[src/rtl/rrs_pkg.sv]
package rrs_pkg;
    typedef enum logic [1:0] {
        ST_IDLE   = 2'd0,
        ST_SETTLE = 2'd1,
        ST_DWELL  = 2'd2
    } scan_state_e;
endpackage

[src/rtl/rrs_ctrl.sv]
module rrs_ctrl
    import rrs_pkg::*;
#(
    parameter int INIT_W = 6,
    parameter int DLY_W  = 2
) (
    input  logic              clk_i,
    input  logic              rst_ni,
    input  logic              scan_en_i,
    input  logic              tick_i,
    input  logic [INIT_W-1:0] init_mod_i,
    input  logic [DLY_W-1:0]  smp_dly_i,
    output scan_state_e       state_o,
    output logic              load_first_o,
    output logic              capture_o
);
    localparam int CNT_W  = INIT_W + 1;
    localparam int HOLD_W = DLY_W + 1;
    localparam logic [CNT_W-1:0] INIT_FULL = CNT_W'(1) << INIT_W;

    scan_state_e       state_q, state_d;
    logic [CNT_W-1:0]  init_cnt_q;
    logic [HOLD_W-1:0] hold_cnt_q;
    logic [CNT_W-1:0]  init_load;
    logic [HOLD_W-1:0] hold_load;
    logic              settle_done;
    logic              dwell_done;

    // Zero in the modulus field stands for the full 2**INIT_W count.
    assign init_load = (init_mod_i == '0) ? INIT_FULL : {1'b0, init_mod_i};
    // Ticks remaining after the first dwell tick: 0, or code + 1.
    assign hold_load = (smp_dly_i == '0) ? '0 : ({1'b0, smp_dly_i} + HOLD_W'(1));

    assign settle_done = tick_i && (init_cnt_q == CNT_W'(1));
    assign dwell_done  = tick_i && (hold_cnt_q == '0);

    // State register
    always_ff @(posedge clk_i or negedge rst_ni) begin
        if (!rst_ni) begin
            state_q <= ST_IDLE;
        end else begin
            state_q <= state_d;
        end
    end

    // Next-state logic
    always_comb begin
        state_d = state_q;
        unique case (state_q)
            ST_IDLE: begin
                if (scan_en_i) state_d = ST_SETTLE;
            end
            ST_SETTLE: begin
                if (!scan_en_i)       state_d = ST_IDLE;
                else if (settle_done) state_d = ST_DWELL;
            end
            ST_DWELL: begin
                if (!scan_en_i) state_d = ST_IDLE;
            end
            default: state_d = ST_IDLE;
        endcase
    end

    // Output decode
    always_comb begin
        load_first_o = 1'b0;
        capture_o    = 1'b0;
        unique case (state_q)
            ST_IDLE:   ;
            ST_SETTLE: load_first_o = scan_en_i && settle_done;
            ST_DWELL:  capture_o    = scan_en_i && dwell_done;
            default:   ;
        endcase
    end

    assign state_o = state_q;

    // Initialization and dwell counters
    always_ff @(posedge clk_i or negedge rst_ni) begin
        if (!rst_ni) begin
            init_cnt_q <= '0;
            hold_cnt_q <= '0;
        end else begin
            if (state_q == ST_IDLE) begin
                init_cnt_q <= init_load;
            end else if ((state_q == ST_SETTLE) && tick_i) begin
                init_cnt_q <= init_cnt_q - CNT_W'(1);
            end

            if (load_first_o || capture_o) begin
                hold_cnt_q <= hold_load;
            end else if ((state_q == ST_DWELL) && tick_i) begin
                hold_cnt_q <= hold_cnt_q - HOLD_W'(1);
            end
        end
    end

    // a low enable always lands in the rest state
    a_r10_disable_idles: assert property (@(posedge clk_i) disable iff (!rst_ni)
        !scan_en_i |=> (state_q == ST_IDLE));

    // the wait counter never runs dry while waiting
    a_r9_settle_count_live: assert property (@(posedge clk_i) disable iff (!rst_ni)
        (state_q == ST_SETTLE) |-> (init_cnt_q != '0));
endmodule

[src/rtl/rrs_chan_ptr.sv]
module rrs_chan_ptr #(
    parameter int NUM_CH = 8,
    parameter int SEL_W  = 3
) (
    input  logic             clk_i,
    input  logic             rst_ni,
    input  logic [SEL_W-1:0] ref_i,
    input  logic             load_first_i,
    input  logic             advance_i,
    output logic [SEL_W-1:0] ch_o
);
    localparam logic [SEL_W-1:0] LAST_CH = SEL_W'(NUM_CH - 1);

    logic [SEL_W-1:0] ch_q;

    function automatic logic [SEL_W-1:0] wrap_inc(input logic [SEL_W-1:0] c);
        return (c == LAST_CH) ? '0 : (c + SEL_W'(1));
    endfunction

    function automatic logic [SEL_W-1:0] step_past(input logic [SEL_W-1:0] c,
                                                  input logic [SEL_W-1:0] r);
        logic [SEL_W-1:0] n;
        n = wrap_inc(c);
        if (n == r) n = wrap_inc(n);
        return n;
    endfunction

    always_ff @(posedge clk_i or negedge rst_ni) begin
        if (!rst_ni) begin
            ch_q <= '0;
        end else if (load_first_i) begin
            ch_q <= step_past(LAST_CH, ref_i);
        end else if (advance_i) begin
            ch_q <= step_past(ch_q, ref_i);
        end
    end

    assign ch_o = ch_q;

    // a freshly chosen channel is never the fixed one
    a_r3_swept_not_fixed: assert property (@(posedge clk_i) disable iff (!rst_ni)
        (load_first_i || advance_i) |=> (ch_o != $past(ref_i)));
endmodule

[src/rtl/rrs_result_bank.sv]
module rrs_result_bank #(
    parameter int NUM_CH = 8,
    parameter int SEL_W  = 3
) (
    input  logic              clk_i,
    input  logic              rst_ni,
    input  logic              capture_i,
    input  logic [SEL_W-1:0]  ch_i,
    input  logic              cmp_i,
    input  logic [NUM_CH-1:0] clr_i,
    input  logic              irq_en_i,
    output logic [NUM_CH-1:0] result_o,
    output logic [NUM_CH-1:0] changed_o,
    output logic              irq_o
);
    logic [NUM_CH-1:0] res_q;
    logic [NUM_CH-1:0] flg_q;
    logic [NUM_CH-1:0] flg_d;
    logic              irq_q;

    for (genvar g = 0; g < NUM_CH; g++) begin : g_cell
        logic hit;
        logic differs;
        assign hit     = capture_i && (ch_i == SEL_W'(g));
        assign differs = hit && (cmp_i != res_q[g]);
        // A set in this clock beats a clear strobe in the same clock.
        assign flg_d[g] = differs | (flg_q[g] & ~clr_i[g]);

        always_ff @(posedge clk_i or negedge rst_ni) begin
            if (!rst_ni) begin
                res_q[g] <= 1'b0;
            end else if (hit) begin
                res_q[g] <= cmp_i;
            end
        end
    end

    always_ff @(posedge clk_i or negedge rst_ni) begin
        if (!rst_ni) begin
            flg_q <= '0;
            irq_q <= 1'b0;
        end else begin
            flg_q <= flg_d;
            irq_q <= irq_en_i && (|flg_d);
        end
    end

    assign result_o  = res_q;
    assign changed_o = flg_q;
    assign irq_o     = irq_q;

    // a flag that was not cleared stays set
    a_r7_flag_sticky: assert property (@(posedge clk_i) disable iff (!rst_ni)
        1'b1 |=> (((($past(changed_o) & ~$past(clr_i))) & ~changed_o) == '0));

    // results only move on a capture
    a_r5_result_needs_capture: assert property (@(posedge clk_i) disable iff (!rst_ni)
        !capture_i |=> $stable(result_o));

    // an interrupt only follows an enabled clock
    a_r8_irq_needs_enable: assert property (@(posedge clk_i) disable iff (!rst_ni)
        $rose(irq_o) |-> $past(irq_en_i));
endmodule

[src/rtl/rr_cmp_scanner.sv]
module rr_cmp_scanner
    import rrs_pkg::*;
#(
    parameter int NUM_CH = 8,
    parameter int SEL_W  = $clog2(NUM_CH),
    parameter int INIT_W = 6,
    parameter int DLY_W  = 2
) (
    input  logic              clk_i,
    input  logic              rst_ni,
    input  logic              scan_en_i,
    input  logic              tick_i,
    input  logic [SEL_W-1:0]  ref_ch_i,
    input  logic              sweep_plus_i,
    input  logic [DLY_W-1:0]  smp_dly_i,
    input  logic [INIT_W-1:0] init_mod_i,
    input  logic              irq_en_i,
    input  logic              cmp_out_i,
    input  logic [NUM_CH-1:0] flag_clr_i,
    output logic [SEL_W-1:0]  plus_sel_o,
    output logic [SEL_W-1:0]  minus_sel_o,
    output logic [NUM_CH-1:0] result_o,
    output logic [NUM_CH-1:0] changed_o,
    output logic              irq_o
);
    scan_state_e      state;
    logic             load_first;
    logic             capture;
    logic [SEL_W-1:0] cur_ch;
    logic [SEL_W-1:0] swept_sel;

    rrs_ctrl #(
        .INIT_W (INIT_W),
        .DLY_W  (DLY_W)
    ) ctrl_i (
        .clk_i        (clk_i),
        .rst_ni       (rst_ni),
        .scan_en_i    (scan_en_i),
        .tick_i       (tick_i),
        .init_mod_i   (init_mod_i),
        .smp_dly_i    (smp_dly_i),
        .state_o      (state),
        .load_first_o (load_first),
        .capture_o    (capture)
    );

    rrs_chan_ptr #(
        .NUM_CH (NUM_CH),
        .SEL_W  (SEL_W)
    ) ptr_i (
        .clk_i        (clk_i),
        .rst_ni       (rst_ni),
        .ref_i        (ref_ch_i),
        .load_first_i (load_first),
        .advance_i    (capture),
        .ch_o         (cur_ch)
    );

    rrs_result_bank #(
        .NUM_CH (NUM_CH),
        .SEL_W  (SEL_W)
    ) bank_i (
        .clk_i     (clk_i),
        .rst_ni    (rst_ni),
        .capture_i (capture),
        .ch_i      (cur_ch),
        .cmp_i     (cmp_out_i),
        .clr_i     (flag_clr_i),
        .irq_en_i  (irq_en_i),
        .result_o  (result_o),
        .changed_o (changed_o),
        .irq_o     (irq_o)
    );

    assign swept_sel   = (state == ST_DWELL) ? cur_ch : ref_ch_i;
    assign plus_sel_o  = sweep_plus_i ? swept_sel : ref_ch_i;
    assign minus_sel_o = sweep_plus_i ? ref_ch_i : swept_sel;

    // once idle, both inputs sit on the fixed channel
    a_r10_idle_selects: assert property (@(posedge clk_i) disable iff (!rst_ni)
        (!scan_en_i && $past(!scan_en_i)) |-> ((plus_sel_o == ref_ch_i) && (minus_sel_o == ref_ch_i)));
endmodule

[config.mk]
export PLATFORM = sky130hd
export DESIGN_NAME = rr_cmp_scanner
export DESIGN_NICKNAME = d
export VERILOG_FILES = /design/src/rtl/rrs_pkg.sv /design/src/rtl/rrs_ctrl.sv /design/src/rtl/rrs_chan_ptr.sv /design/src/rtl/rrs_result_bank.sv /design/src/rtl/rr_cmp_scanner.sv
export SDC_FILE = /design/constraint.sdc
export NUM_CORES = 1
export LEC_CHECK = 0
export BUFFER_PORTS_ARGS = -buffer_cell sky130_fd_sc_hd__buf_2
export CAP_MARGIN = 25
export CELL_PAD_IN_SITES_DETAIL_PLACEMENT = 1
export CELL_PAD_IN_SITES_GLOBAL_PLACEMENT = 2
export CORE_AREA = 2 2 81 83
export DETAILED_ROUTE_END_ITERATION = 8
export DIE_AREA = 0 0 83 85
export PLACE_DENSITY = 0.84
export SLEW_MARGIN = 10
export SYNTH_ARGS = -nofsm -noshare
export SYNTH_HDL_FRONTEND = slang
export SYNTH_SLANG_ARGS = --single-unit
[constraint.sdc]
create_clock -name clk_i -period 2.5 [get_ports clk_i]
set_clock_uncertainty 0.1 [all_clocks]
set_input_delay 0.375 -clock clk_i [delete_from_list [all_inputs] [get_ports clk_i]]
set_output_delay 0.375 -clock clk_i [all_outputs]
set_load 0.02 [all_outputs]
==> reports/metrics.sh <==
RUN_STATUS='finished clean'
TOTAL_NEGATIVE_SETUP_SLACKS_NS=0
POWER.INTERNAL_uW=960.7
SYNTH-SEQ-AREA-SHARE=0.4129
GLOBAL_ROUTE.OVERFLOW_TOTAL=0
YOSYS_WARNINGS=0
FINAL_CELL_MIX='48 x sky130_fd_sc_hd__buf_2, 31 x sky130_fd_sc_hd__dfrtp_1, 24 x sky130_fd_sc_hd__inv_1'
FINAL.FILL_COUNT=745
CTSHTREEMAXLEVEL=2
CP_DATA_ARRIVAL_TIME_NS=2.44
CTS-BUFFERS-INSERTED=5
SYN_NETS=238
CLOCKROOTBUFFER='sky130_fd_sc_hd__clkbuf_8'
BUSIEST_LAYER='met2'
MAX_CLOCK_FREQ_MHz=427.8
VDD_DROP_MAX_mV=0.2523
DR.PASS1.ITERS=4
ANT_NETS=0
DRIVE_GT1_FRAC=0.3043
UNREPAIRED_SETUP_ENDPOINTS_AFTER_GLOBAL_ROUTING='false'
MAX-CAP-VIOLATIONS=0
CRIT_FANOUT=6
AVGVIACOUNTPERCELL=4.852
INITIAL_UTILIZATION=0.3126
FIN_UTIL=0.3837
TIMING.FINAL.CRIT_PERIOD_NS=2.338
GLOBALROUTEMET2UTIL=0.2434
REQUIRED_ARRIVAL_TIME_AT_THE_WORST_ENDPOINT_NS=2.61
HOLD_VIOL_FINAL=0
SLEW_HEADROOM=0.5096
TOTAL_POWER_mW=1.342
DIE_WIDTH_UM=83
HOLDBUFCOUNTCTS=0
PRECTSSETUPSLACK_NS=0.1377
LAYOUT_COMMONEST_CELL='sky130_fd_sc_hd__buf_2'
DRT-WIRELENGTH-PER-CELL_UM=14.44
MEAN_INSTANCE_SIZE_IN_THE_SYNTHESIZED_NETLIST_UM2=9.697
POWER.SHARE.SEQUENTIAL=0.443
GRT.MET1_USAGE=0.1815
SETUP.WORST_PATH.START='ptr_i.ch_o[1]'
POWER.NET_SWITCHING_uW=381.1
PERIOD_SHARE=0.9351
ANTENNADIODECOUNT=0
PROPORTION_OF_SYNTHESIZED_FLIP_FLOPS_HAVING_ASYNCHRONOUS_SET_OR_RESET=1.000
TIMING.FINAL.WS_SETUP_NS=0.1622
GLOBALPLACE.CONGESTION=0.8107
NETS=290
DRT_DRC_VIOLATIONS_LEFT=0
SETUP.WORST_PATH.CLASS='flip-flop to flip-flop'
DRT_WL_TOTAL_MM=4.765
TIMING.REG2REG.WORST_PATH_DEPTH=7
VIA_TOTAL_AFTER_DETAILED_ROUTING=1601
CLOCK_INSERTION_DELAY_WORST_SKEW_NS=0.28
GRT_PASS1_WL_MM=8.100
FINAL_DESIGN_AREA_NO_FILL_MM2=0.002381
CLKSLEWWORSTSETUPHOLDPATHS_NS=0.07
END_KIND='flip-flop'
SYN2LAYOUT_AREA_GROWTH_PCT=22.77
FLOORPLAN.ROWS=29
CLOCK_SINKS=32
SHARE_OF_POWER_BURNED_IN_THE_CLOCK_NETWORK=0.373
YOSYS_MOST_USED_DFF='sky130_fd_sc_hd__dfrtp_1'
GLOBAL_ROUTE_USAGE_SUM=0.1431
TIMING.HOLD.WORST.CLASS='input pin to async pin'
SYNTH_CELLS=200
DETAILED_PLACE_HPWL_MM=3.717
NUMBER_OF_FLOPS_MAPPED_TO_ENABLE_CELLS_BY_YOSYS=0
AREA_OF_PLACED_INSTANCES_MM2=0.002268
GRT_UTIL_MET3=0.04183
ANTENNA_FOUND_INITIAL=0
FINALSETUPVIOLATIONS=0
STATIC-LEAKAGE-POWER_nW=1.160
MAXIMUM_NUMBER_OF_PINS_ON_ONE_NET_BEFORE_GLOBAL_ROUTE_REPAIR=33
POWER.SHARE.SWITCHING=0.2840
DESIGN.PORTCOUNT=49
NUMBER_OF_PORT_BUFFERS=48
DIE-AREA_MM2=0.007055
DIE_Y_UM=85
R2R_START='ptr_i.ch_o[1]'
WORST_PIN_SLEW_NS=0.7355
CORE_AREA_MM2=0.006205
TRITONCTS_CLOCK_TREE='yes'
POWER.DENSITY_CELL_AREA_mW_PER_MM2=563.5
SLEW_VIOLATIONS=0
SYNTH.CELL_AREA_MM2=0.001939
FIRST_GLOBAL_VIAS=1690
POST_SYNTH_NUM_CELL_TYPES=41
CLK_PATH_BUF_DEPTH=2
YS_SEQ_ELEMENTS=32
NUMBER_OF_DRC_VIOLATIONS_AFTER_DETAILED_ROUTING_ITERATION_0=74
COMB_POWER_SHARE=0.184
CRIT_PATH_START_KIND='flip-flop'
[final timing paths]
| kind | to | slack [ns] |
|---|---|---|
| min in group clk_i | bank_i.changed_o[4] | 0.19 |
| max in group asynchronous | ptr_i.ch_o[0] | 1.74 |
| worst max register to register | ptr_i.ch_o[2] | 0.16 |
| worst min-delay path | bank_i.result_o[3] | 0.05 |
| worst min register to register | bank_i.result_o[6] | 0.45 |
| worst max-delay path | ptr_i.ch_o[2] | 0.16 |
[cells in the mapped netlist, types with 2 or more instances]
master / n / area (um2)
sky130_fd_sc_hd__a2bb2oi_1: 2 / 17.52
sky130_fd_sc_hd__a31oi_1: 3 / 18.77
sky130_fd_sc_hd__nor3_1: 5 / 25.02
sky130_fd_sc_hd__dfrtp_1: 32 / 800.8
sky130_fd_sc_hd__nand2_1: 19 / 71.32
sky130_fd_sc_hd__inv_1: 24 / 90.09
sky130_fd_sc_hd__nand2b_1: 2 / 12.51
sky130_fd_sc_hd__xor2_1: 4 / 35.03
sky130_fd_sc_hd__nor2b_1: 4 / 25.02
sky130_fd_sc_hd__a21oi_1: 6 / 30.03
sky130_fd_sc_hd__mux2_2: 12 / 135.1
sky130_fd_sc_hd__o22a_1: 2 / 17.52
sky130_fd_sc_hd__buf_2: 3 / 15.01
sky130_fd_sc_hd__xnor2_1: 13 / 113.9
sky130_fd_sc_hd__ha_1: 12 / 150.1
sky130_fd_sc_hd__nand3_1: 9 / 45.04
sky130_fd_sc_hd__nor3b_1: 2 / 15.01
sky130_fd_sc_hd__o22ai_1: 4 / 25.02
sky130_fd_sc_hd__nor2_1: 9 / 33.78
sky130_fd_sc_hd__o21ai_0: 10 / 50.05
sky130_fd_sc_hd__o32a_1: 3 / 30.03
[power by group through the flow]
stage | combinational, mW | clock [mW] | sequential, mW
3_3_place_gp | 0.245 | 0 | 0.602
5_1_grt | 0.282 | 0.551 | 0.600
4_1_cts | 0.252 | 0.521 | 0.594
6_report | 0.247 | 0.500 | 0.594
3_5_place_dp | 0.252 | 0 | 0.602
2_1_floorplan | 0.172 | 0 | 0.590
[timing repair]
item,in CTS,in global routing
buffers inserted,0,0
gates resized for setup,0,1
setup endpoints to repair,0,2
[flip-flops by register name (all words and copies together) (netlist names)]
signal	cells
ctrl_i.init_cnt_q	7
ctrl_i.state_o	2
bank_i.irq_o	1
ctrl_i.hold_cnt_q	3
ptr_i.ch_o	3
bank_i.result_o	8
bank_i.changed_o	8
[routing by layer]
layer,vias to the layer above,wire (um)
met3,4,200
li1,792,-
met5,-,0
met2,37,2243
met1,768,2282
met4,0,38
[stage by stage]
stage / hold slack [ns] / instances
after floorplan: -0.02059 / 200
after global placement: 0.3813 / 322
after detailed placement: 0.3815 / 322
after CTS: 0.06736 / 330
after global routing: 0.09154 / 330
final: 0.04722 / 330
[critical path, stage by stage (launching register included)]
cell and delay (ns):
sky130_fd_sc_hd__dfrtp_1 0.42, sky130_fd_sc_hd__inv_1 0.13, sky130_fd_sc_hd__ha_1 0.34, sky130_fd_sc_hd__or2_2 0.30
sky130_fd_sc_hd__a211o_1 0.30, sky130_fd_sc_hd__a21oi_1 0.20, sky130_fd_sc_hd__mux2_2 0.36, sky130_fd_sc_hd__o22ai_1 0.11
[cells by family (layout without fill, tap and decap cells)]
family	after synthesis	in the layout	synth area share
multiplexers	13	13	0.07484
flip-flops	32	32	0.4129
buffers and inverters	29	82	0.05806
AND/OR/NAND/NOR	59	59	0.1600
XOR/XNOR	17	17	0.07677
adder cells (fa/ha/maj)	12	12	0.07742
AO/OA/AOI/OAI	38	38	0.1400
[area by class of cell]
| cell class | count | area [um2] | area share |
|---|---|---|---|
| flip-flops and latches | 32 | 802.0 | 0.3368 |
| well taps | 77 | 96.34 | 0.04046 |
| repair buffers | 50 | 255.2 | 0.1072 |
| inverters | 24 | 90.09 | 0.03784 |
| clock inverters | 3 | 42.54 | 0.01787 |
| multi-input cells | 139 | 1026 | 0.4309 |
| clock buffers | 5 | 68.82 | 0.02890 |
Power figures use the tool's default switching activity.
